## src/rtl/qdr_b2_pkg.sv

```systemverilog
package qdr_b2_pkg;

  localparam int WORD_W = 18;
  localparam int LANES  = 2;
  localparam int LANE_W = WORD_W / LANES;

  typedef logic [WORD_W-1:0] word_t;
  typedef logic [LANES-1:0]  lane_en_t;

  // lo is the word transferred first, hi the word transferred second
  typedef struct packed {
    word_t lo;
    word_t hi;
  } pair_t;

  function automatic word_t lane_merge(word_t old_w, word_t new_w, lane_en_t en);
    word_t res;
    res = old_w;
    for (int b = 0; b < LANES; b++) begin
      if (en[b]) res[b*LANE_W +: LANE_W] = new_w[b*LANE_W +: LANE_W];
    end
    return res;
  endfunction

endpackage

```

## src/rtl/qdr_b2_wr_capture.sv

```systemverilog
module qdr_b2_wr_capture
  import qdr_b2_pkg::*;
#(
  parameter int ADDR_W = 6
) (
  input  logic              clk,
  input  logic              rst_n,
  input  logic [ADDR_W-1:0] addr,
  input  logic              wr_sel_n,
  input  word_t             wdata,
  input  lane_en_t          bw_n,
  output logic              cm_vld,
  output logic [ADDR_W-1:0] cm_addr,
  output word_t             cm_lo,
  output word_t             cm_hi,
  output lane_en_t          cm_en_lo,
  output lane_en_t          cm_en_hi
);

  // rising-edge half: first word and its lane enables
  word_t    lo_q, lo_d;
  lane_en_t en_lo_q, en_lo_d;

  always_comb begin
    lo_d    = wdata;
    en_lo_d = ~bw_n;
  end

  always_ff @(posedge clk or negedge rst_n) begin
    if (!rst_n) begin
      lo_q    <= '0;
      en_lo_q <= '0;
    end else begin
      lo_q    <= lo_d;
      en_lo_q <= en_lo_d;
    end
  end

  // falling-edge half: select, write address, second word
  logic              vld_q, vld_d, load_en;
  logic [ADDR_W-1:0] addr_q;
  word_t             hi_q;
  lane_en_t          en_hi_q;

  always_comb begin
    vld_d   = ~wr_sel_n;
    load_en = ~wr_sel_n;
  end

  always_ff @(negedge clk or negedge rst_n) begin
    if (!rst_n) begin
      vld_q   <= 1'b0;
      addr_q  <= '0;
      hi_q    <= '0;
      en_hi_q <= '0;
    end else begin
      vld_q <= vld_d;
      if (load_en) begin
        addr_q  <= addr;
        hi_q    <= wdata;
        en_hi_q <= ~bw_n;
      end
    end
  end

  always_comb begin
    cm_vld   = vld_q;
    cm_addr  = addr_q;
    cm_lo    = lo_q;
    cm_hi    = hi_q;
    cm_en_lo = en_lo_q;
    cm_en_hi = en_hi_q;
  end

endmodule

```

## src/rtl/qdr_b2_pair_array.sv

```systemverilog
module qdr_b2_pair_array
  import qdr_b2_pkg::*;
#(
  parameter int ADDR_W = 6
) (
  input  logic              clk,
  input  logic              rst_n,
  input  logic              we,
  input  logic [ADDR_W-1:0] waddr,
  input  word_t             wlo,
  input  word_t             whi,
  input  lane_en_t          wen_lo,
  input  lane_en_t          wen_hi,
  input  logic [ADDR_W-1:0] raddr,
  output pair_t             rpair
);

  localparam int DEPTH = 1 << ADDR_W;

  word_t mem_lo [DEPTH];
  word_t mem_hi [DEPTH];

  always_ff @(posedge clk) begin
    if (we) begin
      mem_lo[waddr] <= lane_merge(mem_lo[waddr], wlo, wen_lo);
      mem_hi[waddr] <= lane_merge(mem_hi[waddr], whi, wen_hi);
    end
  end

  always_comb begin
    rpair.lo = mem_lo[raddr];
    rpair.hi = mem_hi[raddr];
  end

  for (genvar b = 0; b < LANES; b++) begin : g_lane_chk
    // an enabled lane holds the written bits after the commit edge
    a_r5_lane_store_lo: assert property (@(posedge clk) disable iff (!rst_n)
      (we && wen_lo[b]) |=>
        mem_lo[$past(waddr)][b*LANE_W +: LANE_W] == $past(wlo[b*LANE_W +: LANE_W]));
    a_r5_lane_store_hi: assert property (@(posedge clk) disable iff (!rst_n)
      (we && wen_hi[b]) |=>
        mem_hi[$past(waddr)][b*LANE_W +: LANE_W] == $past(whi[b*LANE_W +: LANE_W]));
  end

endmodule

```

## src/rtl/qdr_b2_rd_pipe.sv

```systemverilog
module qdr_b2_rd_pipe
  import qdr_b2_pkg::*;
#(
  parameter int ADDR_W = 6
) (
  input  logic              clk,
  input  logic              rst_n,
  input  logic [ADDR_W-1:0] addr,
  input  logic              rd_sel_n,
  output logic [ADDR_W-1:0] ar_addr,
  input  pair_t             ar_pair,
  input  logic              cm_vld,
  input  logic [ADDR_W-1:0] cm_addr,
  input  word_t             cm_lo,
  input  word_t             cm_hi,
  input  lane_en_t          cm_en_lo,
  input  lane_en_t          cm_en_hi,
  output word_t             rdata
);

  // stage 1: read request taken on the rising edge
  logic              rv_q;
  logic [ADDR_W-1:0] ra_q;
  logic              req_en;

  always_comb req_en = ~rd_sel_n;

  always_ff @(posedge clk or negedge rst_n) begin
    if (!rst_n) begin
      rv_q <= 1'b0;
      ra_q <= '0;
    end else begin
      rv_q <= req_en;
      if (req_en) ra_q <= addr;
    end
  end

  // stage 2: array lookup with bypass of the write committing on this edge
  logic  hit;
  pair_t pair_d, pair_q;
  logic  pv_q;

  always_comb begin
    ar_addr   = ra_q;
    hit       = cm_vld && (cm_addr == ra_q);
    pair_d    = ar_pair;
    if (hit) begin
      pair_d.lo = lane_merge(ar_pair.lo, cm_lo, cm_en_lo);
      pair_d.hi = lane_merge(ar_pair.hi, cm_hi, cm_en_hi);
    end
  end

  always_ff @(posedge clk or negedge rst_n) begin
    if (!rst_n) begin
      pv_q   <= 1'b0;
      pair_q <= '0;
    end else begin
      pv_q <= rv_q;
      if (rv_q) pair_q <= pair_d;
    end
  end

  // stage 3: double-rate output, one register per edge
  word_t fall_q, fall_d, rise_q, rise_d;

  always_comb begin
    fall_d = pv_q ? pair_q.lo : '0;
    rise_d = pv_q ? pair_q.hi : '0;
  end

  always_ff @(negedge clk or negedge rst_n) begin
    if (!rst_n) fall_q <= '0;
    else        fall_q <= fall_d;
  end

  always_ff @(posedge clk or negedge rst_n) begin
    if (!rst_n) rise_q <= '0;
    else        rise_q <= rise_d;
  end

  always_comb rdata = clk ? rise_q : fall_q;

  // the low-phase word is the first word of the pair held in stage 2
  a_r2_first_word: assert property (@(posedge clk) disable iff (!rst_n)
    fall_q == (pv_q ? pair_q.lo : '0));

  // the high-phase word is the second word of the pair one edge earlier
  a_r2_second_word: assert property (@(posedge clk) disable iff (!rst_n)
    rise_q == ($past(pv_q) ? $past(pair_q.hi) : '0));

  // a colliding full-lane write is returned by the read
  a_r6_collide_full: assert property (@(posedge clk) disable iff (!rst_n)
    (rv_q && cm_vld && cm_addr == ra_q && (&cm_en_lo) && (&cm_en_hi)) |=>
      (pair_q.lo == $past(cm_lo) && pair_q.hi == $past(cm_hi)));

endmodule

```

## src/rtl/qdr_b2_sram.sv

```systemverilog
module qdr_b2_sram
  import qdr_b2_pkg::*;
#(
  parameter int ADDR_W = 6
) (
  input  logic              clk,
  input  logic              rst_n,
  input  logic [ADDR_W-1:0] addr,
  input  logic              rd_sel_n,
  input  logic              wr_sel_n,
  input  logic [17:0]       wdata,
  input  logic [1:0]        bw_n,
  output logic [17:0]       rdata
);

  localparam int SYNC_N = 2;

  // reset: asserted at once, removed on a rising edge
  logic [SYNC_N-1:0] sync_q;
  logic              rst_s;

  always_ff @(posedge clk or negedge rst_n) begin
    if (!rst_n) sync_q <= '0;
    else        sync_q <= {sync_q[SYNC_N-2:0], 1'b1};
  end

  always_comb rst_s = sync_q[SYNC_N-1];

  logic              cm_vld;
  logic [ADDR_W-1:0] cm_addr;
  word_t             cm_lo, cm_hi;
  lane_en_t          cm_en_lo, cm_en_hi;
  logic [ADDR_W-1:0] ar_addr;
  pair_t             ar_pair;

  qdr_b2_wr_capture #(.ADDR_W(ADDR_W)) u_wr (
    .clk      (clk),
    .rst_n    (rst_s),
    .addr     (addr),
    .wr_sel_n (wr_sel_n),
    .wdata    (wdata),
    .bw_n     (bw_n),
    .cm_vld   (cm_vld),
    .cm_addr  (cm_addr),
    .cm_lo    (cm_lo),
    .cm_hi    (cm_hi),
    .cm_en_lo (cm_en_lo),
    .cm_en_hi (cm_en_hi)
  );

  qdr_b2_pair_array #(.ADDR_W(ADDR_W)) u_arr (
    .clk    (clk),
    .rst_n  (rst_s),
    .we     (cm_vld),
    .waddr  (cm_addr),
    .wlo    (cm_lo),
    .whi    (cm_hi),
    .wen_lo (cm_en_lo),
    .wen_hi (cm_en_hi),
    .raddr  (ar_addr),
    .rpair  (ar_pair)
  );

  qdr_b2_rd_pipe #(.ADDR_W(ADDR_W)) u_rd (
    .clk      (clk),
    .rst_n    (rst_s),
    .addr     (addr),
    .rd_sel_n (rd_sel_n),
    .ar_addr  (ar_addr),
    .ar_pair  (ar_pair),
    .cm_vld   (cm_vld),
    .cm_addr  (cm_addr),
    .cm_lo    (cm_lo),
    .cm_hi    (cm_hi),
    .cm_en_lo (cm_en_lo),
    .cm_en_hi (cm_en_hi),
    .rdata    (rdata)
  );

endmodule

```

## config.mk

```make
export PLATFORM = sky130hd
export DESIGN_NAME = qdr_b2_sram
export DESIGN_NICKNAME = d
export VERILOG_FILES = /design/src/rtl/qdr_b2_pkg.sv /design/src/rtl/qdr_b2_wr_capture.sv /design/src/rtl/qdr_b2_pair_array.sv /design/src/rtl/qdr_b2_rd_pipe.sv /design/src/rtl/qdr_b2_sram.sv
export SDC_FILE = /design/constraint.sdc
export NUM_CORES = 2
export LEC_CHECK = 0
export BUFFER_PORTS_ARGS = -buffer_cell sky130_fd_sc_hd__buf_2
export CORE_MARGIN = 2
export CORE_UTILIZATION = 30
export CTS_CLUSTER_SIZE = 10
export DETAILED_ROUTE_END_ITERATION = 10
export GPL_TIMING_DRIVEN = 0
export MAX_ROUTING_LAYER = met4
export PLACE_DENSITY = 0.55
export SETUP_SLACK_MARGIN = 0.15
export SYNTH_ARGS = -nofsm -noshare
export SYNTH_HDL_FRONTEND = slang
export SYNTH_SLANG_ARGS = --single-unit
export TNS_END_PERCENT = 5
```

## constraint.sdc

```tcl
create_clock -name clk -period 11.82 [get_ports clk]
set_input_delay 0.591 -clock clk [delete_from_list [all_inputs] [get_ports clk]]
set_output_delay 0.591 -clock clk [all_outputs]
set_load 0.01 [all_outputs]
```

==> out/results.txt <==
Area growth from synthesis to layout - 16.79%
Resized Gates After CTS - 0
CP Max Fanout - 10
Cells after Synth - 4323
Fraction of layout cells with a size suffix above 1 - 26.21%
TritonCTS clock tree - done
Post-synth EDFFs - 2304
Sum of net half-perimeters after detailed placement - 222000 um
Finished Layout Cells - 9047
Initial antenna violation count - 40
Measured slew at the worst slew-check pin - 1.624 ns
Pre-antenna DRT Iters - 8
Global route total overflow - 0
Multi-input logic area - 0.01991 sq mm
Crit path DAT - 10.90 ns
Final antenna-violating net count - 0
Worst Skew - 0.06059 ns
Fin area - 0.1093 sq mm
Max incr delay on CP - 1.35 ns
Core ar. - 0.3111 sq mm
Via density - 5.494
Status - complete, but fails checks
Die footprint - 0.3165 sq mm
Drt initial violations - 7992
RSZ-0062 raised after global routing - no
Row count - 205
Initial core utilization - 30.08%
Gpl congestion - 1.011
Startpoint Class - register
Hold Path Stages - 2
CP max-delay cell - nor2_1
Synth Net Count - 4353
CP endpoint kind - register
Number of global-route vias before repair - 48580
Endpoints failing hold - 0
First-pass GRT wire length - 431100 um
Via Count - 49710
FF-to-FF End - u_arr.mem_lo[58][4]
Slew Viols, Final - 46
Filler Cells Inserted - 28660
Setup CP Type - reg -> reg
Slew headroom - -8.289%
Port bufs - 45
Family with the most delay on the worst path - simple AND/OR/NAND/NOR gates
Setup Viol. Count Final - 0
Power per Cell Area - 183.5 mW/mm^2
R2r worst-path depth - 4
Wire per inst - 35.81 um
LEAKAGE - 0.03413 uW
Hold Crit Endpoint - u_rd.ar_addr[2]
Placed Area - 0.1005 sq mm
Worst reg2reg path startpoint - u_wr.cm_addr[1]
Boundary pin count - 48
Total Wirelength - 324000 um
Placed cells - 8568
Syn Std Cell Area - 0.09360 sq mm
Ys Warns - 0
HP Class - in -> reg
Max-Cap Viols - 7
Worst-path clk slew - 0.06 ns
Register area share after synthesis - 77.37%
GRT Resource Usage Total - 21.00%
Clock Latency Late Sink - 0.99 ns
Maximum vdd drop - 106.0 uV
Reg area - 0.07244 sq mm
Buf+Inv Stages, Crit Path - 1
Die Y - 562.6 um
Worst EP required - 12.38 ns
Post-synth ARST share - 5.302%
Crit-path cells - clkbuf_1 -> nor3b_1 -> nand2_1 -> nor2_1
Drt drc - 0
Largest net degree at the start of global routing - 66
Violated checks - capacitance limit, slew limit
Worst Hold Launch - addr[2]
Yosys reg bits - 2433
Syn avg cell area - 21.65 sq um
Synth unique cells - 60
Setup TNS - 0 ns
Worst R2R Setup Slack - 1.47 ns
Top_reg_cell synth - edfxtp_1
Chip Width - 562.6 um
Layout net count - 4795
## registers in the layout, indices dropped and copies added, names as in the netlist, 2 cells and up
signal         flops
u_arr.mem_hi    1152
u_arr.mem_lo    1152
u_rd.pair_q       36
u_rd.fall_q       18
u_rd.rise_q       18
u_wr.cm_hi        18
u_wr.cm_lo        18
u_rd.ar_addr       6
u_wr.cm_addr       6
sync_q             2
u_wr.cm_en_hi      2
u_wr.cm_en_lo      2
## metal layers
| layer | up-vias | part of all wire, % | global-route usage [%] |
|---|---|---|---|
| met3 | 753 | 10 | 6.180 |
| met1 | 26960 | 39 | 26.78 |
| met5 | - | 0 | - |
| met4 | 0 | 5.2 | 10.14 |
| li1 | 18850 | - | - |
| met2 | 3141 | 45 | 30.62 |
## cell type report
class | count | area share (%)
buffer | 250 | 1.111
sequential | 2433 | 66.27
multi-input combinational | 1615 | 18.21
clock buffer | 414 | 7.474
clock inverter | 25 | 0.3274
inverter | 25 | 0.08584
timing repair buffer | 117 | 1.716
antenna | 28 | 0.06410
tap | 4140 | 4.739
## synth_stat cells, types with 3 or more instances
cell          n  area [sq um]
a2111oi_0     3         26.28
a211oi_1     13         97.59
a21oi_1      66         330.3
a22o_1        3         26.28
a22oi_1     126         945.9
a311oi_1      3         26.28
a31oi_1      16         100.1
and2_1       41         256.5
and3_1       13         81.33
and3b_1       4         35.03
buf_1        23         86.33
buf_2        77         385.4
buf_4        36         270.3
buf_6         4         45.04
clkbuf_1    110         412.9
dfrtn_1      45          1126
dfrtp_1      84          2102
edfxtp_1   2304         69190
inv_1        22         82.58
mux2_2       59         664.4
mux2i_1      87         870.8
mux4_2      614         13830
nand2_1     119         446.7
nand2b_1      6         37.54
nand3_1      39         195.2
nand4_1       4         25.02
nor2_1      285          1070
nor2b_1      10         62.56
nor3_1       13         65.06
nor3b_1       8         60.06
nor4_1        3         18.77
o2111ai_1     3         26.28
o211ai_1      6         45.04
o21ai_0       9         45.04
o22a_1        7         61.31
o22ai_1      10         62.56
o41ai_1      11         96.34
or2_2         3         18.77
or3_1         5         31.28
xnor2_1       3         26.28
xor2_1        3         26.28
## per-stage QoR
step	hold slack (ns)	util (%)	power [uW]	setup slack [ns]
detailed placement	0.3199	32.30	11870	1.823
global route	0.02831	35.13	20490	1.538
finish	0.06758	35.13	20060	1.474
global placement	0.3385	31.82	11770	0.1232
floorplan	0.2954	-	10890	2.200
CTS	0.05247	35.10	20110	1.807
## logic make-up (layout without fill, tap and decap cells)
family	after synthesis	in the layout	share of synthesized area, %
xor+xnor	6	6	0.05616
buf+inv	275	831	1.382
mux	760	760	16.41
simple gates	558	558	2.619
other cells	1	29	0.004007
flops	2433	2433	77.37
compound gates	290	290	2.155
## report_power, final
group          internal, uW  switching [uW]  total [uW]  leakage, uW
combinational           660            1250        1910      0.00760
clock                  4850            3580        8420      0.00426
sequential             9600             126        9720       0.0223
total                 15100            4960       20100       0.0341
## what timing repair did
item | CTS | global route
hold endpoints to repair | 27 | 0
setup buffers | 0 | 0
hold buffers | 27 | 0
## cell usage in the layout, fill, tap and decap left out, types with 13 or more instances in the layout
master / count
edfxtp_1: 2304
clkbuf_16: 310
nand2_1: 119
diode_2: 28
buf_2: 128
dfrtp_2: 18
dfrtp_1: 65
mux2i_1: 87
a21oi_1: 66
buf_4: 39
mux4_2: 614
mux2_2: 59
inv_1: 22
and3_1: 13
buf_1: 18
buf_12: 17
dlygate4sd3_1: 27
buf_16: 38
a31oi_1: 16
clkbuf_1: 189
dfrtn_1: 45
and2_1: 41
a22oi_1: 126
nand3_1: 39
nor3_1: 13
a211oi_1: 13
nor2_1: 279
## worst register-to-register path, cell delays in order (launching register included)
cell	delay [ns]
dfrtn_1	0.39
clkbuf_1	0.38
nor3b_1	0.95
nand2_1	0.96
nor2_1	1.36
## worst max-delay path by stage
stage / startpoint / end / slack, ns / cells past startpoint
3_3_place_gp: sync_q[1] / u_wr.cm_hi[2] / 0.12 / 0
4_1_cts: u_wr.cm_addr[1] / u_arr.mem_lo[58][4] / 1.81 / 4
2_1_floorplan: sync_q[1] / u_rd.fall_q[0] / 2.20 / 0
5_1_grt: u_wr.cm_addr[0] / u_arr.mem_lo[57][4] / 1.54 / 4
6_report: u_wr.cm_addr[1] / u_arr.mem_lo[58][4] / 1.47 / 4
3_5_place_dp: u_wr.cm_addr[1] / u_arr.mem_lo[58][4] / 1.82 / 4
No activity file was read; power rests on OpenSTA's default activity.
